**src/rtl/nand_seq_pkg.sv**
```systemverilog
package nand_seq_pkg;

    localparam int ADDR_W  = 29;
    localparam int IDX_W   = 3;

    localparam logic [3:0] OP_PAGE_READ   = 4'd0;
    localparam logic [3:0] OP_READ_CB     = 4'd1;
    localparam logic [3:0] OP_PROG        = 4'd2;
    localparam logic [3:0] OP_CACHE_PROG  = 4'd3;
    localparam logic [3:0] OP_CB_PROG     = 4'd4;
    localparam logic [3:0] OP_ERASE       = 4'd5;
    localparam logic [3:0] OP_RAND_OUT    = 4'd6;
    localparam logic [3:0] OP_RAND_IN     = 4'd7;
    localparam logic [3:0] OP_READ_ID     = 4'd8;
    localparam logic [3:0] OP_STATUS      = 4'd9;
    localparam logic [3:0] OP_RESET       = 4'd10;
    localparam logic [3:0] OP_CREAD_START = 4'd11;
    localparam logic [3:0] OP_CREAD_EXIT  = 4'd12;

    typedef enum logic [1:0] {
        KIND_NONE = 2'd0,
        KIND_CMD  = 2'd1,
        KIND_ADDR = 2'd2,
        KIND_DATA = 2'd3
    } kind_e;

    typedef enum logic [2:0] {
        AM_NONE  = 3'd0,
        AM_ZERO1 = 3'd1,
        AM_COL2  = 3'd2,
        AM_ROW3  = 3'd3,
        AM_FULL5 = 3'd4
    } amode_e;

    typedef struct packed {
        logic [7:0] first;
        logic       has_conf;
        logic [7:0] conf;
        amode_e     amode;
        logic       wait_dev;
        logic       busy_ok;
        logic       reject;
    } desc_t;

endpackage

```
**src/rtl/nand_op_decode.sv**
```systemverilog
module nand_op_decode
    import nand_seq_pkg::*;
(
    input  logic [3:0] op,
    input  logic       wide,
    output desc_t      desc
);

    always_comb begin
        desc          = '0;
        desc.amode    = AM_NONE;
        unique case (op)
            OP_PAGE_READ: begin
                desc.first = 8'h00; desc.has_conf = 1'b1; desc.conf = 8'h30;
                desc.amode = AM_FULL5; desc.wait_dev = 1'b1;
            end
            OP_READ_CB: begin
                desc.first = 8'h00; desc.has_conf = 1'b1; desc.conf = 8'h35;
                desc.amode = AM_FULL5; desc.wait_dev = 1'b1;
            end
            OP_PROG: begin
                desc.first = 8'h80; desc.has_conf = 1'b1; desc.conf = 8'h10;
                desc.amode = AM_FULL5; desc.wait_dev = 1'b1;
            end
            OP_CACHE_PROG: begin
                desc.first = 8'h80; desc.has_conf = 1'b1; desc.conf = 8'h15;
                desc.amode = AM_FULL5; desc.wait_dev = 1'b1;
            end
            OP_CB_PROG: begin
                desc.first = 8'h85; desc.has_conf = 1'b1; desc.conf = 8'h10;
                desc.amode = AM_FULL5; desc.wait_dev = 1'b1;
            end
            OP_ERASE: begin
                desc.first = 8'h60; desc.has_conf = 1'b1; desc.conf = 8'hD0;
                desc.amode = AM_ROW3; desc.wait_dev = 1'b1;
            end
            OP_RAND_OUT: begin
                desc.first = 8'h05; desc.has_conf = 1'b1; desc.conf = 8'hE0;
                desc.amode = AM_COL2;
            end
            OP_RAND_IN: begin
                desc.first = 8'h85; desc.amode = AM_COL2;
            end
            OP_READ_ID: begin
                desc.first = 8'h90; desc.amode = AM_ZERO1;
            end
            OP_STATUS: begin
                desc.first = 8'h70; desc.busy_ok = 1'b1;
            end
            OP_RESET: begin
                desc.first = 8'hFF; desc.busy_ok = 1'b1;
            end
            OP_CREAD_START: begin
                desc.first = 8'h00; desc.has_conf = 1'b1; desc.conf = 8'h31;
                desc.amode = AM_FULL5; desc.wait_dev = 1'b1;
                desc.reject = wide;
            end
            OP_CREAD_EXIT: begin
                desc.first = 8'h34;
                desc.reject = wide;
            end
            default: begin
                desc.reject = 1'b1;
            end
        endcase
    end

endmodule

```
**src/rtl/nand_addr_pack.sv**
```systemverilog
module nand_addr_pack
    import nand_seq_pkg::*;
#(
    parameter int BUS_W = 16
) (
    input  logic [ADDR_W-1:0] addr,
    input  logic              wide,
    input  logic [IDX_W-1:0]  idx,
    output logic [BUS_W-1:0]  word
);

    localparam int PAD_W = BUS_W - 8;

    logic [7:0] byte8;
    logic [7:0] byte16;
    logic [7:0] sel;

    // byte-wide part: 12 column bits, 17 row bits
    always_comb begin
        unique case (idx)
            3'd0:    byte8 = addr[7:0];
            3'd1:    byte8 = {4'b0, addr[11:8]};
            3'd2:    byte8 = addr[19:12];
            3'd3:    byte8 = addr[27:20];
            3'd4:    byte8 = {7'b0, addr[28]};
            default: byte8 = 8'h00;
        endcase
    end

    // word-wide part: 11 column bits, 17 row bits, top address bit unused
    always_comb begin
        unique case (idx)
            3'd0:    byte16 = addr[7:0];
            3'd1:    byte16 = {5'b0, addr[10:8]};
            3'd2:    byte16 = addr[18:11];
            3'd3:    byte16 = addr[26:19];
            3'd4:    byte16 = {7'b0, addr[27]};
            default: byte16 = 8'h00;
        endcase
    end

    assign sel = wide ? byte16 : byte8;

    generate
        if (PAD_W > 0) begin : g_pad
            assign word = {{PAD_W{1'b0}}, sel};
        end else begin : g_nopad
            assign word = sel;
        end
    endgenerate

endmodule

```
**src/rtl/nand_cmd_seq.sv**
```systemverilog
module nand_cmd_seq
    import nand_seq_pkg::*;
#(
    parameter int BUS_W = 16
) (
    input  logic              clk,
    input  logic              rst_n,
    input  logic              req_valid,
    output logic              req_ready,
    input  logic [3:0]        req_op,
    input  logic [ADDR_W-1:0] req_addr,
    input  logic              req_wide,
    input  logic              dev_rdy,
    output logic              bus_stb,
    output logic [1:0]        bus_kind,
    output logic [BUS_W-1:0]  bus_data,
    output logic              done,
    output logic              err
);

    localparam int PAD_W = BUS_W - 8;

    typedef enum logic [2:0] {
        S_IDLE      = 3'd0,
        S_CMD       = 3'd1,
        S_ADDR      = 3'd2,
        S_CONF      = 3'd3,
        S_WAIT_LOW  = 3'd4,
        S_WAIT_HIGH = 3'd5,
        S_DONE      = 3'd6,
        S_REJECT    = 3'd7
    } state_e;

    state_e state_q, state_d;

    desc_t              dec;
    logic               take;
    logic [7:0]         first_q, conf_q;
    logic               has_conf_q, wait_q;
    amode_e             amode_q;
    logic [ADDR_W-1:0]  addr_q;
    logic               wide_q;
    logic [IDX_W-1:0]   idx_q, last_q;
    logic [IDX_W-1:0]   idx_start, idx_last;
    logic [BUS_W-1:0]   pack_word;
    logic [BUS_W-1:0]   first_w, conf_w;

    nand_op_decode i_dec (
        .op   (req_op),
        .wide (req_wide),
        .desc (dec)
    );

    nand_addr_pack #(.BUS_W(BUS_W)) i_pack (
        .addr (addr_q),
        .wide (wide_q),
        .idx  (idx_q),
        .word (pack_word)
    );

    generate
        if (PAD_W > 0) begin : g_cmd_pad
            assign first_w = {{PAD_W{1'b0}}, first_q};
            assign conf_w  = {{PAD_W{1'b0}}, conf_q};
        end else begin : g_cmd_nopad
            assign first_w = first_q;
            assign conf_w  = conf_q;
        end
    endgenerate

    assign req_ready = (state_q == S_IDLE) && (dev_rdy || dec.busy_ok || dec.reject);
    assign take      = req_valid && req_ready;

    // address window per mode
    always_comb begin
        unique case (amode_q)
            AM_FULL5: begin idx_start = 3'd0; idx_last = 3'd4; end
            AM_COL2:  begin idx_start = 3'd0; idx_last = 3'd1; end
            AM_ROW3:  begin idx_start = 3'd2; idx_last = 3'd4; end
            AM_ZERO1: begin idx_start = 3'd0; idx_last = 3'd0; end
            default:  begin idx_start = 3'd0; idx_last = 3'd0; end
        endcase
    end

    // next-state logic
    always_comb begin
        state_d = state_q;
        unique case (state_q)
            S_IDLE: begin
                if (take) state_d = dec.reject ? S_REJECT : S_CMD;
            end
            S_CMD: begin
                if (amode_q != AM_NONE) state_d = S_ADDR;
                else if (has_conf_q)    state_d = S_CONF;
                else                    state_d = S_DONE;
            end
            S_ADDR: begin
                if (idx_q == last_q) state_d = has_conf_q ? S_CONF : S_DONE;
            end
            S_CONF: begin
                state_d = wait_q ? S_WAIT_LOW : S_DONE;
            end
            S_WAIT_LOW: begin
                if (!dev_rdy) state_d = S_WAIT_HIGH;
            end
            S_WAIT_HIGH: begin
                if (dev_rdy) state_d = S_DONE;
            end
            S_DONE:   state_d = S_IDLE;
            S_REJECT: state_d = S_IDLE;
            default:  state_d = S_IDLE;
        endcase
    end

    // state register
    always_ff @(posedge clk or negedge rst_n) begin
        if (!rst_n) state_q <= S_IDLE;
        else        state_q <= state_d;
    end

    // request capture and address index
    always_ff @(posedge clk or negedge rst_n) begin
        if (!rst_n) begin
            first_q    <= '0;
            conf_q     <= '0;
            has_conf_q <= 1'b0;
            wait_q     <= 1'b0;
            amode_q    <= AM_NONE;
            addr_q     <= '0;
            wide_q     <= 1'b0;
            idx_q      <= '0;
            last_q     <= '0;
        end else begin
            if (state_q == S_IDLE && take) begin
                first_q    <= dec.first;
                conf_q     <= dec.conf;
                has_conf_q <= dec.has_conf;
                wait_q     <= dec.wait_dev;
                amode_q    <= dec.amode;
                addr_q     <= req_addr;
                wide_q     <= req_wide;
            end
            if (state_q == S_CMD) begin
                idx_q  <= idx_start;
                last_q <= idx_last;
            end else if (state_q == S_ADDR && idx_q != last_q) begin
                idx_q <= idx_q + 3'd1;
            end
        end
    end

    // outputs, decoded from the registered state
    always_comb begin
        bus_stb  = 1'b0;
        bus_kind = KIND_NONE;
        bus_data = '0;
        done     = 1'b0;
        err      = 1'b0;
        unique case (state_q)
            S_CMD: begin
                bus_stb  = 1'b1;
                bus_kind = KIND_CMD;
                bus_data = first_w;
            end
            S_ADDR: begin
                bus_stb  = 1'b1;
                bus_kind = KIND_ADDR;
                bus_data = (amode_q == AM_ZERO1) ? '0 : pack_word;
            end
            S_CONF: begin
                bus_stb  = 1'b1;
                bus_kind = KIND_CMD;
                bus_data = conf_w;
            end
            S_DONE:   done = 1'b1;
            S_REJECT: err  = 1'b1;
            default: ;
        endcase
    end

endmodule

```
**config.mk**
```make
export PLATFORM = sky130hd
export DESIGN_NAME = nand_cmd_seq
export DESIGN_NICKNAME = d
export VERILOG_FILES = /design/src/rtl/nand_seq_pkg.sv /design/src/rtl/nand_op_decode.sv /design/src/rtl/nand_addr_pack.sv /design/src/rtl/nand_cmd_seq.sv
export SDC_FILE = /design/constraint.sdc
export NUM_CORES = 1
export LEC_CHECK = 0
export ABC_AREA = 1
export ABC_CLOCK_PERIOD_IN_PS = 2350
export CAP_MARGIN = 20
export CORE_UTILIZATION = 53
export DETAILED_ROUTE_END_ITERATION = 10
export PLACE_DENSITY_LB_ADDON = 0.3
export SYNTH_ARGS = -nofsm -noshare
export SYNTH_HDL_FRONTEND = slang
export SYNTH_SLANG_ARGS = --single-unit
```
**constraint.sdc**
```tcl
create_clock -name clk -period 2.35 [get_ports clk]
set_input_delay 0.705 -clock clk [delete_from_list [all_inputs] [get_ports clk]]
set_output_delay 0.705 -clock clk [all_outputs]
set_load 0.01 [all_outputs]
```
==> results by group, run 1 <==
Routing
  • Routed length on met2: 4.49 mm
  • Wire length on met3: slightly above 400 um
  • Via density: 5.30
  • Top sig layer: met4
  • Vias: 3262
  • Drt first-iter violations: 234
  • Routed len/inst: 14.6 um
  • DRC Markers: 0
  • M1 wire length: ~3.9 mm
  • Total Wirelength: 8.99 mm
  • Post-route ant nets: 0
  • DRT Pass-1 Iters: 5

Logic synthesis
  • Post-Synthesis Cells: 434
  • Yosys cell types: 34
  • Register area share after synthesis: 0.423
  • Synthesis-stage register bit count: 55
  • Synthesis Warnings: 0
  • Syn avg cell area: 7.49 um^2
  • Netlist Area Pre-Place: 3250 um^2

Power
  • Clock network power share: 0.108
  • Cell leakage power: 2.39 nW
  • Sw frac: 0.429
  • Switching power: 2.23 mW
  • Combinational power share: 0.575
  • Worst VDD drop: 0.000827 V
  • Internal power: 2.98 mW
  • Final Power: 5.21 mW
  • Sequential Power Share: 0.317
  • Cell area power density: ~1100 nW/um^2

Placed design
  • IO Port Bufs: between 50 and 60
  • Dpl hpwl: 5.92 mm
  • Place WS: -0.760 ns
  • Gpl congestion: 0.886

Cells and area
  • Antenna diode instance count: 0
  • Fill count: 429
  • Commonest non-fill, non-tap cells in the layout: nand2_1, buf_4, dfrtp_1
  • Area Growth Syn to Fin: 40.2%
  • Share of cells above drive strength 1: 0.328
  • Final nets: 583
  • Final core utilization: 0.770
  • Most frequent standard cell in the layout excluding fill and tap cells: nand2_1

Clock network
  • Worst skew pair latency: 0.30 ns
  • Hold_buf cts: 0
  • H-tree depth: 2
  • Clk Tree Root Cell: clkbuf_8
  • Num CTS Buffers: 5
  • CTS sink cnt: 55
  • CTS Buffer Depth: 2
  • CTS clk-pin slew, worst paths: ~0.09 ns
  • TritonCTS clock tree: yes

Floorplan
  • Die width: 80.3 um
  • Total core area: ~5900 um^2
  • Die height: ~80 um
  • I/O pin cnt: 60
  • Initial Util: 0.549
  • Area of the die: 6450 um^2
  • Row Count: 28

Worst hold path
  • WHS Path Cells: 2
  • WHS Endpoint: addr_q[21]
  • Hold crit path type: register to register
  • Hold Crit Start: addr_q[21]

Worst setup path
  • Worst R2R End: has_conf_q
  • Buf/Inv on CP: 4
  • Most frequent cell on the critical path: nand2_1
  • Worst path cell trace: buf_6, ha_4, inv_2, nor2_4, nand2_1, nand2_1, inv_2, o211ai_1, nand2_1, nand3_2, buf_6
  • CP Capture Type: output pin
  • Crit path kind: register to output pin
  • Crit-path max FO: 8
  • Worst EP required: 1.64 ns
  • Startpoint type of the worst setup path: register
  • Crit path DAT: 1.95 ns
  • Reg2Reg Setup Slack: ~0.26 ns
  • CP max-delay cell: dfrtp_2
  • CP delay by family, top: simple AND/OR/NAND/NOR gates
  • Reg2reg start: state_q[0]
  • Crit path largest cell delay: about 0.43 ns
  • Reg2Reg Depth: 11

Timing
  • Max-slew violations: 0
  • Rel. slew slack: 0.547
  • Final hold violation count: 0
  • Unrepaired setup endpoints after global routing: yes
  • Setup Skew: 0.00460 ns
  • Final setup fails: 8
  • Minimum clock period: 2.66 ns
  • Fin Hold WS: between 0.4 and 0.5 ns
  • Slew at the pin closest to its max-slew limit: 0.680 ns
  • Final worst setup slack: -0.310 ns
  • Final worst-path cycle share: 1.13
  • Achievable Freq: 376 MHz

GRT
  • First-pass GRT wire length: 14.4 mm
  • Largest net degree at the start of global routing: 56
  • Initial antenna violation count: 0
  • Number of global-route vias before repair: 3165
  • Overflow after GRT: 0
  • Global Route Usage Sum: 0.291

Job
  • Max Cap Viol: 0

Outcome
  • Failing checks: negative setup slack
  • Status: finished with violations
## worst max-delay path by stage
stage,cells after the start,end,from,slack (ns)
after global placement,10,req_ready,req_op[3],-0.75
after floorplan,5,bus_data[4],state_q[0],0.10
after CTS,11,bus_data[5],idx_q[0],-0.27
final,11,bus_data[5],idx_q[1],-0.31
after global routing,10,bus_data[2],idx_q[1],-0.40
after detailed placement,10,req_ready,req_op[3],-0.76
## per-layer routing
layer / GRT usage / up-vias
met2: 0.499 / 106
met1: 0.377 / 1558
met4: 0.0964 / 0
li1: - / 1577
met3: 0.0409 / 21
met5: 0 / -
## cells by family after synthesis
family	synth area share
AND/OR/NAND/NOR	0.361
buffers and inverters	0.0954
flip-flops	0.423
AO/OA/AOI/OAI	0.0904
adder cells (fa/ha/maj)	0.0231
XOR/XNOR	0.00539
other	0.00115
## power groups by stage
stage / sequential [mW] / clock (mW) / combinational (mW)
after floorplan: 1.59 / 0 / 1.49
after global placement: 1.62 / 0 / 2.35
after detailed placement: 1.63 / 0 / 2.43
after CTS: 1.64 / 0.567 / 2.73
after global routing: 1.69 / 0.607 / 3.26
final: 1.65 / 0.564 / 3.00
## repair_timing
action	CTS	global route
setup endpoints to repair	57	15
cloned	0	0
resized for setup	119	32
pin swaps	22	21
hold endpoints to repair	0	0
setup buffers	19	3
## through the flow
step / area, um^2 / TNS (ns) / instances
after floorplan: 3280 / 0 / 441
after global placement: 4050 / -21.40 / 588
after detailed placement: 4050 / -23.41 / 588
after CTS: 4440 / -1.89 / 614
after global routing: 4560 / -2.81 / 615
final: 4560 / -2.13 / 615
## cell usage after synthesis
cell type	number	share of area
nand2_1	158	0.18
dfrtp_1	55	0.42
nand3_1	54	0.083
inv_1	29	0.033
nor2_1	27	0.031
nand2_2	16	0.031
o21ai_2	13	0.035
buf_4	11	0.025
o21ai_0	9	0.014
a21oi_1	6	0.0092
buf_6	6	0.021
ha_1	6	0.023
nor3_1	6	0.0092
clkbuf_1	5	0.0058
clkinv_1	4	0.0046
a22o_1	3	0.0081
nand4_1	3	0.0058
nor2_2	3	0.0058
a22oi_1	2	0.0046
buf_2	2	0.0031
o22ai_1	2	0.0038
xnor2_1	2	0.0054
a21o_1	1	0.0023
a221oi_1	1	0.0027
buf_1	1	0.0012
conb_1	1	0.0012
inv_2	1	0.0012
nand2_4	1	0.0035
nor2_4	1	0.0035
nor2_8	1	0.0062
o211ai_1	1	0.0023
o21bai_1	1	0.0023
o311a_2	1	0.0035
o41ai_1	1	0.0027
## sequential cells by signal, indices dropped and copies added, names as in the netlist
name	cells
wait_q	1
state_q	3
idx_q	3
conf_q	5
addr_q	29
first_q	7
amode_q	3
last_q	2
wide_q	1
has_conf_q	1
## cell type report
| class | instances | area [um^2] | share of cell area |
|---|---|---|---|
| flip-flops and latches | 55 | 1380 | 0.302 |
| multi-input cells | 327 | 1840 | 0.404 |
| repair buffers | 116 | 1010 | 0.222 |
| clock buffers | 8 | 100 | 0.0220 |
| inverters | 34 | 135 | 0.0296 |
| well taps | 75 | 93.8 | 0.0206 |
## worst reg2reg max path, cell delays in order (launching register included)
cell and delay (ns):
dfrtp_1 0.41, buf_4 0.17, nor2_2 0.14, inv_1 0.09, nor2_2 0.14, inv_2 0.08
nor2_8 0.12, buf_4 0.35, nand2_4 0.10, buf_12 0.20, nand2_1 0.12, nand3_2 0.07
Power figures use the tool's default switching activity.
==> run 2, diff against run 1 <==
--- a/config.mk
+++ b/config.mk
@@ -10,5 +10,6 @@
 export CAP_MARGIN = 20
-export CORE_UTILIZATION = 53
+export CORE_UTILIZATION = 35
 export DETAILED_ROUTE_END_ITERATION = 10
 export PLACE_DENSITY_LB_ADDON = 0.3
+export SKIP_CTS_REPAIR_TIMING = 1
 export SYNTH_ARGS = -nofsm -noshare
==> constraint.sdc (replaced) <==
create_clock -name clk -period 2.35 [get_ports clk]
set_input_delay 0.5875 -clock clk [delete_from_list [all_inputs] [get_ports clk]]
set_output_delay 0.5875 -clock clk [all_outputs]
set_load 0.01 [all_outputs]
==> results by group, run 2 (synthesis results as in run 1) <==
Outcome
  • Status: finished with violations
  • Failing checks: negative setup slack

Cells and area
  • Commonest non-fill, non-tap cells in the layout: nand2_1, dfrtp_1, nand3_1
  • Area Growth Syn to Fin: 33.2%
  • Final nets: 563 (-3.4%)
  • Fin area: 4330 um^2 (-5.0%)
  • Antenna diode instance count: 0 (unchanged)
  • Fill count: 862 (+100%)
  • Largest regs: addr_q: 29 flops, first_q: 7 flops, conf_q: 5 flops
  • Most frequent standard cell in the layout excluding fill and tap cells: nand2_1
  • Share of cells above drive strength 1: 0.248 (-0.0797)
  • Max reg flops: 29 (unchanged)
  • Largest Register: addr_q
  • Fin cells: 628 (+2.1%)

Routing
  • Total Wirelength: 8.14 mm (-9.4%)
  • Via density: 4.84 (-8.7%)
  • DRC Markers: 0 (unchanged)
  • Drt first-iter violations: 118 (-50%)
  • Vias: 3042 (-6.7%)
  • DRT Pass-1 Iters: 7 (+2)
  • Post-route ant nets: 0 (unchanged)
  • Routed len/inst: 13.0 um (-11%)

Placed design
  • Gpl congestion: 0.865 (-2.3%)
  • Dpl hpwl: 6.31 mm (+6.5%)
  • Place WS: -0.539 ns (+0.221 ns)
  • Placed Instances: 617 (+4.9%)
  • Area post-placement: 4090 um^2 (+0.90%)
  • IO Port Bufs: 51 (unchanged)

Timing
  • Unrepaired setup endpoints after global routing: yes
  • Minimum clock period: 2.57 ns (-0.0906 ns)
  • Final setup fails: 8 (unchanged)
  • Achievable Freq: 389 MHz (+3.5%)
  • Final worst-path cycle share: 1.09 (-0.0385)
  • Final worst setup slack: -0.219 ns (+0.0906 ns)
  • Max-slew violations: 0 (unchanged)
  • Setup Skew: 0.0133 ns (+0.00872 ns)
  • Final hold violation count: 0 (unchanged)

Floorplan
  • Initial Util: 0.368 (-0.182)
  • I/O pin cnt: 60 (unchanged)
  • Row Count: 34 (+21%)
  • Die height: 98.4 um (+22%)
  • Area of the die: 9680 um^2 (+50%)
  • Total core area: 8850 um^2 (+49%)
  • Die width: 98.4 um (+22%)

GRT
  • Initial antenna violation count: 0 (unchanged)
  • Overflow after GRT: 0 (unchanged)
  • Largest net degree at the start of global routing: 36 (-36%)
  • First-pass GRT wire length: 13.3 mm (-7.2%)
  • Global Route Usage Sum: 0.172 (-0.119)
  • Number of global-route vias before repair: 2976 (-6.0%)

Worst setup path
  • Reg2Reg Depth: 11 (unchanged)
  • Startpoint type of the worst setup path: register
  • Crit path DAT: 1.98 ns (+0.03 ns)
  • Worst R2R End: addr_q[4]
  • Crit-path max FO: 8 (unchanged)
  • Reg2Reg Setup Slack: 0.30 ns (+0.04 ns)
  • Worst EP required: 1.76 ns (+0.12 ns)
  • Reg2reg start: state_q[0]
  • Crit path kind: register to output pin
  • CP Capture Type: output pin

Power
  • Cell area power density: 1120 nW/um^2 (-2.1%)
  • Cell leakage power: 2.25 nW (-6.1%)
  • Worst VDD drop: 0.000396 V (-52%)

Clock network
  • Clk Tree Root Cell: clkbuf_8
  • CTS clk-pin slew, worst paths: 0.11 ns (+0.02 ns)
  • CTS sink cnt: 55 (unchanged)
  • H-tree depth: 2 (unchanged)
  • Worst skew pair latency: 0.32 ns (+0.02 ns)
  • CTS Buffer Depth: 2 (unchanged)
  • TritonCTS clock tree: yes
  • Num CTS Buffers: 5 (unchanged)

Job
  • Max Cap Viol: 0 (unchanged)

Worst hold path
  • Hold crit path type: input port to async pin
## run 2: cell types whose count changed in the layout (fill, tap and decap cells not counted), sizes merged
| cell | previous run | this run |
|---|---|---|
| dlygate4sd2 | 4 | 0 |
| clkinv | 4 | 5 |
| clkbuf | 8 | 9 |
| bufinv | 0 | 1 |
| inv | 30 | 31 |
| clkdlybuf4s50 | 31 | 37 |
| dlymetal6s2s | 2 | 4 |
| buf | 79 | 51 |
## run 2: stage by stage
stage	TNS (ns)	utilization	hold slack (ns)	power [mW]
floorplan	0	-	0.292	3.08
global placement	-14.78	0.462	0.457	3.97
detailed placement	-16.18	0.462	0.460	4.03
CTS	-5.57	0.475	0.229	4.68
global route	-2.30	0.489	0.253	5.24
finish	-1.53	0.489	0.217	4.85
## run 2: worst max-delay path, stage by stage, from the launching register on
cell and delay [ns]:
dfrtp_1 0.43, buf_4 0.15, ha_4 0.17, ha_4 0.19, a22o_1 0.26, nand2_1 0.09, nand3_2 0.07, nand2_2 0.07
nand3_1 0.07, buf_2 0.15
## run 2: metal layers
metal | global-route usage | wire (um) | vias to the layer above
met2 | 0.282 | 3840 | 79
met3 | 0.0258 | 362 | 16
li1 | - | - | 1537
met4 | 0.0643 | 159 | 0
met1 | 0.232 | 3780 | 1410
met5 | 0 | 0 | -
## run 2: how the worst max path moves through the flow
stage	startpoint	to	slack [ns]	depth (start not counted)
after floorplan	state_q[0]	bus_data[4]	0.22	5
after global placement	req_op[3]	req_ready	-0.51	10
after detailed placement	req_op[3]	req_ready	-0.54	10
after CTS	idx_q[1]	bus_data[4]	-0.67	10
after global routing	idx_q[0]	bus_data[7]	-0.31	9
final	idx_q[0]	bus_data[7]	-0.22	9
## run 2: layout make-up
class,instances,area (um^2),share of cell area
flip-flops and latches,55,1380,0.318
clock buffers,5,68.8,0.0159
clock inverters,3,43.8,0.0101
well taps,108,135,0.0312
repair buffers,96,858,0.198
multi-input cells,327,1720,0.397
inverters,34,128,0.0295
## run 2: power breakdown
group / total, mW / internal [mW] / leakage [nW] / switching [mW]
clock: 0.638 / 0.318 / 0.0581 / 0.320
sequential: 1.64 / 1.36 / 0.701 / 0.278
combinational: 2.57 / 1.15 / 1.49 / 1.42
total: 4.85 / 2.83 / 2.25 / 2.01
